==> config.mk <==
export PLATFORM = sky130hd
export DESIGN_NAME = icu_vec_ctrl
export DESIGN_NICKNAME = d
export VERILOG_FILES = /design/src/rtl/icu_pkg.sv /design/src/rtl/icu_sync.sv /design/src/rtl/icu_edge_det.sv /design/src/rtl/icu_prio_enc.sv /design/src/rtl/icu_vec_ctrl.sv
export SDC_FILE = /design/constraint.sdc
export NUM_CORES = 1
export LEC_CHECK = 0
export ABC_CLOCK_PERIOD_IN_PS = 2400
export CAP_MARGIN = 20
export CORE_ASPECT_RATIO = 0.8
export CORE_MARGIN = 2
export CORE_UTILIZATION = 63
export CTS_BUF_LIST = sky130_fd_sc_hd__clkbuf_16
export CTS_CLUSTER_DIAMETER = 30
export DETAILED_ROUTE_END_ITERATION = 12
export DONT_BUFFER_PORTS = 1
export GPL_ROUTABILITY_DRIVEN = 0
export PLACE_DENSITY = 0.78
export SETUP_SLACK_MARGIN = 0.02
export SLEW_MARGIN = 10
export SYNTH_ARGS = -nofsm -noshare
export SYNTH_HDL_FRONTEND = slang
export SYNTH_SLANG_ARGS = --single-unit
==> constraint.sdc <==
create_clock -name clk -period 2.4 [get_ports clk]
set_clock_uncertainty 0.15 [all_clocks]
set_input_delay 0.12 -clock clk [delete_from_list [all_inputs] [get_ports clk]]
set_output_delay 0.12 -clock clk [all_outputs]
set_load 0.05 [all_outputs]
==> src/rtl/icu_pkg.sv <==
// Shared constants for the vectored interrupt controller.
// Codes: 0 = reset, 1..N_SLOT = maskable slot (code-1), N_SLOT+1 = break.
package icu_pkg;
    localparam int N_SLOT   = 15;
    localparam int N_EXT    = 5;
    localparam int N_PERIPH = 11;
    localparam int CODE_W   = $clog2(N_SLOT + 2);
    localparam int VEC_W    = 16;

    localparam logic [CODE_W-1:0] CODE_RESET = '0;
    localparam logic [CODE_W-1:0] CODE_BRK   = CODE_W'(N_SLOT + 1);
    localparam logic [VEC_W-1:0]  VEC_TOP    = 16'hFFFC;

    // external pin order
    localparam int EX_INT0 = 0, EX_INT1 = 1, EX_INT2 = 2, EX_CNTR0 = 3, EX_CNTR1 = 4;
    // slot indices that are not a plain peripheral strobe
    localparam int SL_KEYMUX = 2, SL_CNTR0 = 12, SL_SHARED = 13, SL_ADC = 14;
    localparam int SL_PER0   = 3;           // first peripheral slot
    localparam int N_PLAIN   = 9;           // strobes 0..8 map to slots 3..11
    localparam int PE_TMRY   = 9, PE_ADC = 10;

    // vector low address: two bytes per priority level, counting down
    function automatic logic [VEC_W-1:0] vec_of(input logic [CODE_W-1:0] c);
        return VEC_TOP - {{(VEC_W-CODE_W-1){1'b0}}, c, 1'b0};
    endfunction
endpackage

==> src/rtl/icu_sync.sv <==
// Multi-stage synchronizer for asynchronous pins.
// Assumes pins idle high; stages reset to 1.
module icu_sync #(
    parameter int W     = 1,
    parameter int DEPTH = 2
) (
    input  logic         clk,
    input  logic         rst_n,
    input  logic [W-1:0] din,
    output logic [W-1:0] dout
);
    logic [DEPTH-1:0][W-1:0] stg;

    // shift the pin value through the stages
    always_ff @(posedge clk) begin
        if (!rst_n) stg <= '1;
        else        stg <= {stg[DEPTH-2:0], din};
    end

    assign dout = stg[DEPTH-1];
endmodule

==> src/rtl/icu_edge_det.sv <==
// Rising-edge detector on already-polarized levels.
// Previous value resets to 1 so no edge is seen coming out of reset.
module icu_edge_det #(
    parameter int W = 1
) (
    input  logic         clk,
    input  logic         rst_n,
    input  logic [W-1:0] lvl_i,
    output logic [W-1:0] rise_o
);
    logic [W-1:0] prev_q;

    // remember the level of the previous cycle
    always_ff @(posedge clk) begin
        if (!rst_n) prev_q <= '1;
        else        prev_q <= lvl_i;
    end

    assign rise_o = lvl_i & ~prev_q;

    genvar gi;
    generate
        for (gi = 0; gi < W; gi++) begin : g_chk
            // a level must drop before it can rise again
            assert_single_rise_R8: assert property (@(posedge clk) disable iff (!rst_n)
                rise_o[gi] |=> !rise_o[gi]);
        end
    endgenerate
endmodule

==> src/rtl/icu_prio_enc.sv <==
// Fixed-priority encoder: the lowest set index wins.
// Purely combinational.
module icu_prio_enc #(
    parameter int W  = 8,
    localparam int IW = $clog2(W)
) (
    input  logic [W-1:0]  req_i,
    output logic          valid_o,
    output logic [IW-1:0] idx_o
);
    // scan from the top so the lowest index is written last
    always_comb begin
        valid_o = 1'b0;
        idx_o   = '0;
        for (int i = W - 1; i >= 0; i--) begin
            if (req_i[i]) begin
                valid_o = 1'b1;
                idx_o   = IW'(i);
            end
        end
    end
endmodule

==> src/rtl/icu_vec_ctrl.sv <==
// Prioritized vectored interrupt controller (top).
// Latches per-slot requests from pin edges and peripheral strobes, gates them
// with enables and a disable flag, and holds the winning vector until ack.
// Assumes peripheral strobes and brk_i are one cycle wide and synchronous.
module icu_vec_ctrl
    import icu_pkg::*;
#(
    parameter int N_KEY      = 8,
    parameter int SYNC_DEPTH = 2
) (
    input  logic                clk,
    input  logic                rst_n,
    input  logic [N_EXT-1:0]    ext_pin_i,
    input  logic [N_KEY-1:0]    key_pin_i,
    input  logic [N_PERIPH-1:0] periph_evt_i,
    input  logic                brk_i,
    input  logic                reg_wr_i,
    input  logic [1:0]          reg_addr_i,
    input  logic [15:0]         reg_wdata_i,
    output logic [15:0]         reg_rdata_o,
    output logic                irq_o,
    output logic [VEC_W-1:0]    vec_o,
    input  logic                ack_i
);
    localparam int IW = $clog2(N_SLOT);
    localparam logic [1:0] A_EN = 2'd0, A_REQ = 2'd1, A_CFG = 2'd2, A_FLAG = 2'd3;
    localparam int CFG_KEYSEL = 8, CFG_SHSEL = 9;

    logic [N_SLOT-1:0] en_q, req_q, hw_set, cand, sw_keep, ack_clr;
    logic [N_EXT-1:0]  edge_sel_q, s_ext, pol, lvl, rise;
    logic [N_KEY-1:0]  s_key;
    logic              key_sel_q, sh_sel_q, iflag_q;
    logic              pend_q, reset_pend_q, brk_pend_q;
    logic [CODE_W-1:0] code_q, code_nxt;
    logic              m_valid, any_src, take_ack;
    logic [IW-1:0]     m_idx;
    logic              wdata_unused;

    assign wdata_unused = ^reg_wdata_i[15:10] ^ ^reg_wdata_i[7:5];

    icu_sync #(.W(N_EXT), .DEPTH(SYNC_DEPTH)) u_sync_ext (
        .clk(clk), .rst_n(rst_n), .din(ext_pin_i), .dout(s_ext));
    icu_sync #(.W(N_KEY), .DEPTH(SYNC_DEPTH)) u_sync_key (
        .clk(clk), .rst_n(rst_n), .din(key_pin_i), .dout(s_key));

    // fold edge polarity and source selection into one level per detector
    always_comb begin
        pol                = edge_sel_q ~^ s_ext;  // 1 = active level
        lvl                = pol;
        lvl[EX_INT2]       = key_sel_q ? ~(&s_key) : pol[EX_INT2];
        lvl[EX_CNTR1]      = sh_sel_q & pol[EX_CNTR1];
    end

    icu_edge_det #(.W(N_EXT)) u_edge (
        .clk(clk), .rst_n(rst_n), .lvl_i(lvl), .rise_o(rise));

    // map edges and strobes onto request slots
    always_comb begin
        hw_set                                 = '0;
        hw_set[EX_INT0]                        = rise[EX_INT0];
        hw_set[EX_INT1]                        = rise[EX_INT1];
        hw_set[SL_KEYMUX]                      = rise[EX_INT2];
        hw_set[SL_PER0 +: N_PLAIN]             = periph_evt_i[N_PLAIN-1:0];
        hw_set[SL_CNTR0]                       = rise[EX_CNTR0];
        hw_set[SL_SHARED]                      = rise[EX_CNTR1] | (~sh_sel_q & periph_evt_i[PE_TMRY]);
        hw_set[SL_ADC]                         = periph_evt_i[PE_ADC];
    end

    assign take_ack = pend_q & ack_i;
    assign sw_keep  = (reg_wr_i && reg_addr_i == A_REQ) ? reg_wdata_i[N_SLOT-1:0] : '1;

    // one-hot clear of the accepted maskable slot
    always_comb begin
        ack_clr = '0;
        if (take_ack && code_q != CODE_RESET && code_q != CODE_BRK)
            ack_clr[IW'(code_q - 1'b1)] = 1'b1;
    end

    // request latches: hardware set wins over software and ack clears
    always_ff @(posedge clk) begin
        if (!rst_n) req_q <= '0;
        else        req_q <= (req_q & sw_keep & ~ack_clr) | hw_set;
    end

    // software-visible enables and configuration
    always_ff @(posedge clk) begin
        if (!rst_n) begin
            en_q       <= '0;
            edge_sel_q <= '0;
            key_sel_q  <= 1'b0;
            sh_sel_q   <= 1'b0;
        end else if (reg_wr_i && reg_addr_i == A_EN) begin
            en_q <= reg_wdata_i[N_SLOT-1:0];
        end else if (reg_wr_i && reg_addr_i == A_CFG) begin
            edge_sel_q <= reg_wdata_i[N_EXT-1:0];
            key_sel_q  <= reg_wdata_i[CFG_KEYSEL];
            sh_sel_q   <= reg_wdata_i[CFG_SHSEL];
        end
    end

    // disable flag: set by acceptance, otherwise software-written
    always_ff @(posedge clk) begin
        if (!rst_n)                                iflag_q <= 1'b1;
        else if (take_ack)                         iflag_q <= 1'b1;
        else if (reg_wr_i && reg_addr_i == A_FLAG) iflag_q <= reg_wdata_i[0];
    end

    // unmaskable pending sources
    always_ff @(posedge clk) begin
        if (!rst_n) begin
            reset_pend_q <= 1'b1;
            brk_pend_q   <= 1'b0;
        end else begin
            if (take_ack && code_q == CODE_RESET) reset_pend_q <= 1'b0;
            if (brk_i)                             brk_pend_q   <= 1'b1;
            else if (take_ack && code_q == CODE_BRK) brk_pend_q <= 1'b0;
        end
    end

    assign cand = req_q & en_q & {N_SLOT{~iflag_q}};

    icu_prio_enc #(.W(N_SLOT)) u_prio (
        .req_i(cand), .valid_o(m_valid), .idx_o(m_idx));

    // choose the next code: reset, then maskable slots, then break
    always_comb begin
        any_src  = reset_pend_q | m_valid | brk_pend_q;
        if (reset_pend_q)  code_nxt = CODE_RESET;
        else if (m_valid)  code_nxt = CODE_W'(m_idx) + 1'b1;
        else               code_nxt = CODE_BRK;
    end

    // commit a winner and hold it until the CPU acknowledges
    always_ff @(posedge clk) begin
        if (!rst_n) begin
            pend_q <= 1'b0;
            code_q <= CODE_RESET;
        end else if (take_ack) begin
            pend_q <= 1'b0;
        end else if (!pend_q && any_src) begin
            pend_q <= 1'b1;
            code_q <= code_nxt;
        end
    end

    assign irq_o = pend_q;
    assign vec_o = vec_of(code_q);

    // register read mux
    always_comb begin
        unique case (reg_addr_i)
            A_EN:    reg_rdata_o = 16'(en_q);
            A_REQ:   reg_rdata_o = 16'(req_q);
            A_CFG:   reg_rdata_o = 16'({sh_sel_q, key_sel_q, 3'b000, edge_sel_q});
            default: reg_rdata_o = 16'(iflag_q);
        endcase
    end

    // presented vector is held until acknowledged
    assert_vec_hold_R7: assert property (@(posedge clk) disable iff (!rst_n)
        (irq_o && !ack_i) |=> (irq_o && $stable(vec_o)));

    // acceptance drops the request line and masks further slots
    assert_ack_masks_R6: assert property (@(posedge clk) disable iff (!rst_n)
        (irq_o && ack_i) |=> (!irq_o && iflag_q));

    // a maskable slot is only committed while the flag was clear
    assert_flag_gate_R2: assert property (@(posedge clk) disable iff (!rst_n)
        ($rose(pend_q) && code_q != CODE_RESET && code_q != CODE_BRK) |-> !$past(iflag_q));

    // break is never blocked once nothing else competes
    assert_brk_taken_R5: assert property (@(posedge clk) disable iff (!rst_n)
        (brk_pend_q && !pend_q && !reset_pend_q && !m_valid) |=> (pend_q && code_q == CODE_BRK));

    genvar gs;
    generate
        for (gs = 0; gs < N_SLOT; gs++) begin : g_req_chk
            // only a hardware event can raise a request bit
            assert_no_sw_set_R3: assert property (@(posedge clk) disable iff (!rst_n)
                $rose(req_q[gs]) |-> $past(hw_set[gs]));
        end
    endgenerate
endmodule

==> metrics.txt, run 1 <==
status=finished, final reports clean; GRT Overall Usage=29.60%; Via Count=3281; Post-synth EDFFs=0; clk buf depth=2; post-synth top area cell=dfxtp_1; Via density=5.922; RSZ-0062 raised after global routing=no; Max transition margin=53.31%; pwr/cell area=between 600 and 700 mW/mm2; max incr delay on CP=0.63 ns; CP delay by family, top=buffers and inverters; post-route ant nets=0; crit share post-route=between 90% and 100%; worst path cell trace=mux2i_1 > dlygate4sd3_1 > nand3_1 > dlygate4sd3_1; Non-Filler Instances=554; synthesis-to-layout area growth=26.56%; WL/cell=approximately 17 um; Static Leak=1.857 nW; CP Class=register to register; Congestion Overflow GR=0; Sw Pwr=0.0007893 W; PortBufs=0; DRT Pass-1 Iters=6; detailed placer's ending HPWL=5.880 mm; largest cells by area after synthesis=dfxtp_1 41%, nand2_1 7.2%, nand2b_1 4.3%; share of cells above drive strength 1=14.38%; Fin. Hold Viols=0; # H-tree levels=3; Seq pwr share=41.9%; number of global-route vias before repair=3214; Yosys cell types=56; Core ar.=0.005818 mm2; fmax=454.0 MHz; worst hold path class=primary input to register; FP Rows=25; synthesized cell area=approximately 0.0037 mm2; top-area cell type share of the netlist area=41.20%; Final min period=2.203 ns; Die Area=0.006575 mm2; top_reg_cell synth=dfxtp_1; Yosys Warn Count=0; CP bufs+invs=2; largest net degree at the start of global routing=77; Final Max Tran Viols=0; initial antenna violation count=0; Setup crit end kind=register; nets@finish=522; combinational share of power=11.1%; total CTS buffers=9; # diodes=0; clk sinks=77; placed cells=488; Clock power frac=a little under half; commonest cells after routing, fill and taps aside=77 x dfxtp_1, 72 x nand2_1, 49 x dlygate4sd3_1; clk slew on worst S/H paths=0.06 ns; max-cap check violation count=0; Synth Register Bits=between 70 and 80; peak fanout along the critical path=14; asr flop ratio synth=0%; Die X-Extent=roughly 90 um; Fin Setup TNS=0 ns; Total Wirelength=9.535 mm; die height=72.93 um; I/O pins=80; internal power=0.002522 W; Initial Util=64.30%; CTS tree=done; Initial DRC Count=241; CTS root buf=clkbuf_16; Peak VDD IR=0.5788 mV; Syn Area/Cell=between 9 and 10 um2; Power Total=0.003311 W; first-pass GRT wire length=15.37 mm; slew of the pin with the lowest slew margin=between 0.6 and 0.7 ns; synthesized netlist cell count=409; Switching Share=23.84%; sequential element share of the synthesized area=41.20%; CP required=2.52 ns; crit path DAT=2.33 ns; commonest non-fill, non-tap cell in the layout=dfxtp_1; CP startpoint kind=register; Final Setup Violations=0; Crit-path slowest cell=dfxtp_1; insertion delay to the later sink of the worst-skew pair=0.33 ns; DRC Markers=0; CP most frequent cell=dlygate4sd3_1
-- repair_timing --
item / 4_1_cts / 5_1_grt
hold buffers: 50 / 0
endpoints found under the hold margin: 77 / 0
gates resized for setup: 0 / 1
setup endpoints to repair: 0 / 2
setup buffers: 0 / 0
-- worst min-delay path, cell delays in order --
cell,delay (ns)
nor2b_1,0.11
a31oi_1,0.05
a21boi_0,0.17
-- sequential cells by signal, summed over array words and instances, names as in the netlist, 5 cells and up --
signal	flops
edge_sel_q	5
u_sync_ext.dout	5
u_edge.prev_q	5
u_sync_ext.stg	5
en_q	15
req_q	15
u_sync_key.dout	8
u_sync_key.stg	8
code_q	5
-- cell usage after synthesis (2+ instances only) --
cell and instances:
a31oi_1 4, clkbuf_1 13, o221a_2 7, nor2b_1 6, nand3_1 15, nand2_1 72
or3_4 2, conb_1 2, mux2i_1 15, a22oi_2 3, nand2b_1 26, a21boi_1 3
o221ai_1 2, nor3_1 2, a22o_1 2, o221a_1 7, mux2i_4 2, nand4_1 4
a21boi_0 20, a32oi_1 4, dfxtp_1 77, buf_4 13, or2_2 3, a211o_1 2
xnor2_1 3, inv_1 7, nor2_1 19, o21a_1 16, xor2_1 6, ha_1 7
a21oi_1 6, o21ai_0 9, buf_2 7
-- area by class of cell --
type	instances	area, um2
well taps	81	101.3
flip-flops and latches	77	1541
clock inverters	7	122.6
repair buffers	73	690.7
multi-input cells	300	2027
inverters	7	26.28
fillers	372	1084
clock buffers	9	225.2
-- metal layers --
layer | part of all wire (%) | global-route usage (%) | up-vias
met5 | 0 | 0 | -
met4 | 2.7 | 14.36 | 0
met3 | 7.3 | 7.231 | 32
met2 | 48 | 50.13 | 178
met1 | 42 | 36.08 | 1538
li1 | - | - | 1533
-- through the flow --
step,utilization (%),area [um2],setup slack [ns],hold slack [ns]
detailed placement,66.41,3864,0.3065,0.04118
finish,81.38,4735,0.1974,0.02268
CTS,81.29,4730,0.1712,0.006231
global placement,66.41,3864,0.3457,0.03884
floorplan,-,3775,0.3145,0.07147
global route,81.38,4735,0.08744,0.03818
-- logic make-up after synthesis --
family | Yosys count | share of synthesized area [%]
AO/OA/AOI/OAI | 97 | 22.14
AND/OR/NAND/NOR | 158 | 20.54
multiplexers | 18 | 5.819
flip-flops | 77 | 41.20
adder cells (fa/ha/maj) | 7 | 2.341
buffers and inverters | 41 | 5.652
XOR/XNOR | 9 | 2.107
other | 2 | 0.2007
-- power groups by stage --
| stage | registers, W | logic (W) | clock network (W) |
|---|---|---|---|
| 2_1_floorplan | 0.00141 | 0.000254 | 0 |
| 3_3_place_gp | 0.00141 | 0.000258 | 0 |
| 3_5_place_dp | 0.00141 | 0.000263 | 0 |
| 6_report | 0.00139 | 0.000366 | 0.00156 |
| 4_1_cts | 0.00139 | 0.000359 | 0.00157 |
| 5_1_grt | 0.00139 | 0.000389 | 0.00161 |
-- path summary, 6_finish.rpt --
check,slack [ns],startpoint,cells past startpoint,endpoint
setup / recovery,0.20,iflag_q,4,iflag_q
hold / removal,0.02,periph_evt_i[9],3,req_q[13]
setup reg to reg,0.20,iflag_q,4,iflag_q
hold reg to reg,0.26,u_sync_ext.stg[4],1,u_sync_ext.dout[4]
Power figures use the tool's default switching activity.
==> run 2: changes to the inputs <==
--- a/config.mk
+++ b/config.mk
@@ -20,4 +20,5 @@
 export SLEW_MARGIN = 10
 export SYNTH_ARGS = -nofsm -noshare
 export SYNTH_HDL_FRONTEND = slang
+export SYNTH_HIERARCHICAL = 1
 export SYNTH_SLANG_ARGS = --single-unit
==> metrics.txt, run 2 <==
synthesized netlist cell count=467 (was 409); GRT Overall Usage=37.01% (was 29.60%); most frequent cell after synthesis=dfxtp_1 (unchanged); DRC Markers=0 (unchanged); WL/cell=21.41 um (was 17.21 um); Clock power frac=48.2% (was 47.1%); # H-tree levels=3 (unchanged); Total Wirelength=13.21 mm (was 9.535 mm); Yosys Warn Count=6 (was 0); PortBufs=0 (unchanged); share of cells above drive strength 1=17.20% (was 14.38%); clk slew on worst S/H paths=0.07 ns (was 0.06 ns); Synth Register Bits=77 (unchanged); Setup crit end kind=register (unchanged); Compound-Gate Fraction of Synth Area=17.10% (was 22.14%); sequential element share of the synthesized area=39.16% (was 41.20%); total CTS buffers=9 (unchanged); initial antenna violation count=0 (unchanged); crit path DAT=2.59 ns (was 2.33 ns); Initial DRC Count=529 (was 241); final hold slack=0.01346 ns (was 0.02268 ns); PnR worst setup slack=-0.05121 ns (was 0.1974 ns); Congestion Overflow GR=0 (unchanged); top_reg_cell synth=dfxtp_1 (unchanged); worst hold path class=primary input to register (unchanged); FP Rows=25 (unchanged); Yosys cell types=56 (unchanged); CTS tree=done (unchanged); Peak VDD IR=0.5341 mV (was 0.5788 mV); commonest non-fill, non-tap cell in the layout=dfxtp_1 (unchanged); Final Setup Violations=2 (was 0); RSZ-0062 raised after global routing=yes (was no); Switching Share=24.22% (was 23.84%); first-pass GRT wire length=19.48 mm (was 15.37 mm); Syn Area/Cell=8.429 um2 (was 9.147 um2); number of global-route vias before repair=3761 (was 3214); Initial Util=65.88% (was 64.30%); Post-Synth Simple-Gate Area=26.80% (was 20.54%); Via density=6.426 (was 5.922); synthesized cell area=0.003936 mm2 (was 0.003741 mm2); asr flop ratio synth=0% (unchanged); largest family of logic cells by synthesized area=simple AND/OR/NAND/NOR gates (was compound AO/OA/AOI/OAI gates); CP Class=register to register (unchanged); slew of the pin with the lowest slew margin=0.6751 ns (was 0.6982 ns); nets@finish=585 (was 522); crit share post-route=102.1% (was 91.77%); Static Leak=2.022 nW (was 1.857 nW); Via Count=3965 (was 3281); largest cells by area after synthesis=dfxtp_1 39%, nand2_1 6.6%, buf_4 5.1% (was dfxtp_1 41%, nand2_1 7.2%, nand2b_1 4.3%); cell area after layout=0.005151 mm2 (was 0.004735 mm2); Die Area=0.006900 mm2 (was 0.006575 mm2); peak fanout along the critical path=6 (was 14); Synth Area in Adders=2.225% (was 2.341%); Seq pwr share=40.1% (was 41.9%); Non-Filler Instances=617 (was 554); post-route ant nets=0 (unchanged); failing checks=setup timing; FILL cells=302 (was 372); Final min period=2.451 ns (was 2.203 ns); Layout Utilization=86.22% (was 81.38%); fmax=408.0 MHz (was 454.0 MHz); Core ar.=0.005974 mm2 (was 0.005818 mm2); largest net degree at the start of global routing=80 (was 77); Fin. Hold Viols=0 (unchanged); post-synth top area cell=dfxtp_1 (unchanged); detailed placer's ending HPWL=6.748 mm (was 5.880 mm); CTS root buf=clkbuf_16 (unchanged); insertion delay to the later sink of the worst-skew pair=0.34 ns (was 0.33 ns); placed cells=547 (was 488); clk buf depth=2 (unchanged); I/O pins=80 (unchanged); synthesis-to-layout area growth=30.86% (was 26.56%); mux contribution to synthesized area=4.387% (was 5.819%); commonest cells after routing, fill and taps aside=76 x dfxtp_1, 68 x nand2_1, 52 x dlygate4sd3_1 (was 77 x dfxtp_1, 72 x nand2_1, 49 x dlygate4sd3_1); combinational share of power=11.7% (was 11.1%); internal power=0.002627 W (was 0.002522 W); pwr/cell area=672.9 mW/mm2 (was 699.4 mW/mm2); status=finished with violations (was finished, final reports clean); DRT Pass-1 Iters=8 (was 6); dpl cell area=0.004069 mm2 (was 0.003864 mm2); clk sinks=77 (unchanged); most frequent cells after synthesis=77 x dfxtp_1, 69 x nand2_1, 39 x nor2_1 (was 77 x dfxtp_1, 72 x nand2_1, 26 x nand2b_1); Die X-Extent=92.38 um (was 90.16 um); largest registers=en_q (15), req_q (15) (unchanged); Post-synth EDFFs=0 (unchanged); Post-Synth XOR/XNOR Area=2.225% (was 2.107%); Max transition margin=54.99% (was 53.31%); Sw Pwr=0.0008395 W (was 0.0007893 W); CP required=2.54 ns (was 2.52 ns); max-cap check violation count=0 (unchanged); CP startpoint kind=register (unchanged); top-area cell type share of the netlist area=39.16% (was 41.20%); Fin Setup TNS=-0.08365 ns (was 0 ns); die height=74.70 um (was 72.93 um); Final Max Tran Viols=0 (unchanged)
## run 2: cell count changes in the layout (fill, tap and decap cells not counted), sizes merged, moves of 8 or more
cell / delta
nor2b: +9
nor2: +20
o221a: -14
buf: +15
a21oi: +8
o21ai: +14
## run 2: cells by family (layout without fill, tap and decap cells)
| logic type | count (synthesis) | after routing |
|---|---|---|
| other cells | 2 | 12 |
| xor+xnor | 10 | 10 |
| flops | 77 | 77 |
| fa+ha+maj | 7 | 7 |
| buf+inv | 53 | 112 |
| simple gates | 207 | 207 |
| compound gates | 95 | 95 |
| mux | 16 | 16 |
## run 2: area by class of cell
type	count	area (um2)	area share, %
multi-input combinational	346	2273	44.13
sequential	77	1545	30.00
timing repair buffer	91	844.6	16.40
clock inverter	6	136.4	2.648
tap	81	101.3	1.967
clock buffer	9	225.2	4.372
inverter	6	22.52	0.4372
antenna	1	2.502	0.04858
## run 2: metrics by stage
step | setup WS (ns) | power (W)
after global placement | 0.06342 | 0.001669
after floorplan | 0.05328 | 0.001664
after detailed placement | -0.08561 | 0.001679
after CTS | 0.03633 | 0.003402
after global routing | -0.05723 | 0.003544
final | -0.05121 | 0.003466
## run 2: what timing repair did
| item | 4_1_cts | 5_1_grt |
|---|---|---|
| pin swaps | 1 | 5 |
| setup buffers | 1 | 0 |
| hold endpoints to repair | 77 | 0 |
| gates resized for setup | 7 | 32 |
| endpoints found under the setup margin | 2 | 8 |
| hold buffers | 53 | 0 |
## run 2: path summary, 6_finish.rpt
check	startpoint	to	slack, ns	depth (start not counted)
min reg2reg	u_sync_key/stg[0]	u_sync_key/dout[0]	0.25	1
min	reg_wdata_i[9]	req_q[9]	0.01	3
max	iflag_q	code_q[0]	-0.05	9
max reg2reg	iflag_q	code_q[0]	-0.05	9
## run 2: power by group through the flow
| stage | registers [W] | logic (W) | clock network, W |
|---|---|---|---|
| floorplan | 0.00140 | 0.000265 | 0 |
| global placement | 0.00140 | 0.000266 | 0 |
| detailed placement | 0.00141 | 0.000273 | 0 |
| CTS | 0.00138 | 0.000376 | 0.00165 |
| global route | 0.00139 | 0.000425 | 0.00173 |
| finish | 0.00139 | 0.000404 | 0.00167 |
## run 2: critical path, cell delays in order (launching register included)
cell and delay, ns:
dfxtp_4 0.40, buf_6 0.15, nor2_1 0.10, nor4_2 0.36, and3b_1 0.28, nand3_2 0.17, nor3_2 0.16, or2_1 0.22
o2bb2ai_1 0.22, and2_1 0.17
## run 2: per-layer routing
layer / track usage, % / vias to the layer above / routed length [um]
met5: 0 / - / 0
met4: 14.93 / 0 / 704
met3: 9.910 / 104 / 1589
li1: - / 1686 / -
met1: 46.63 / 1838 / 4882
met2: 61.72 / 337 / 6035
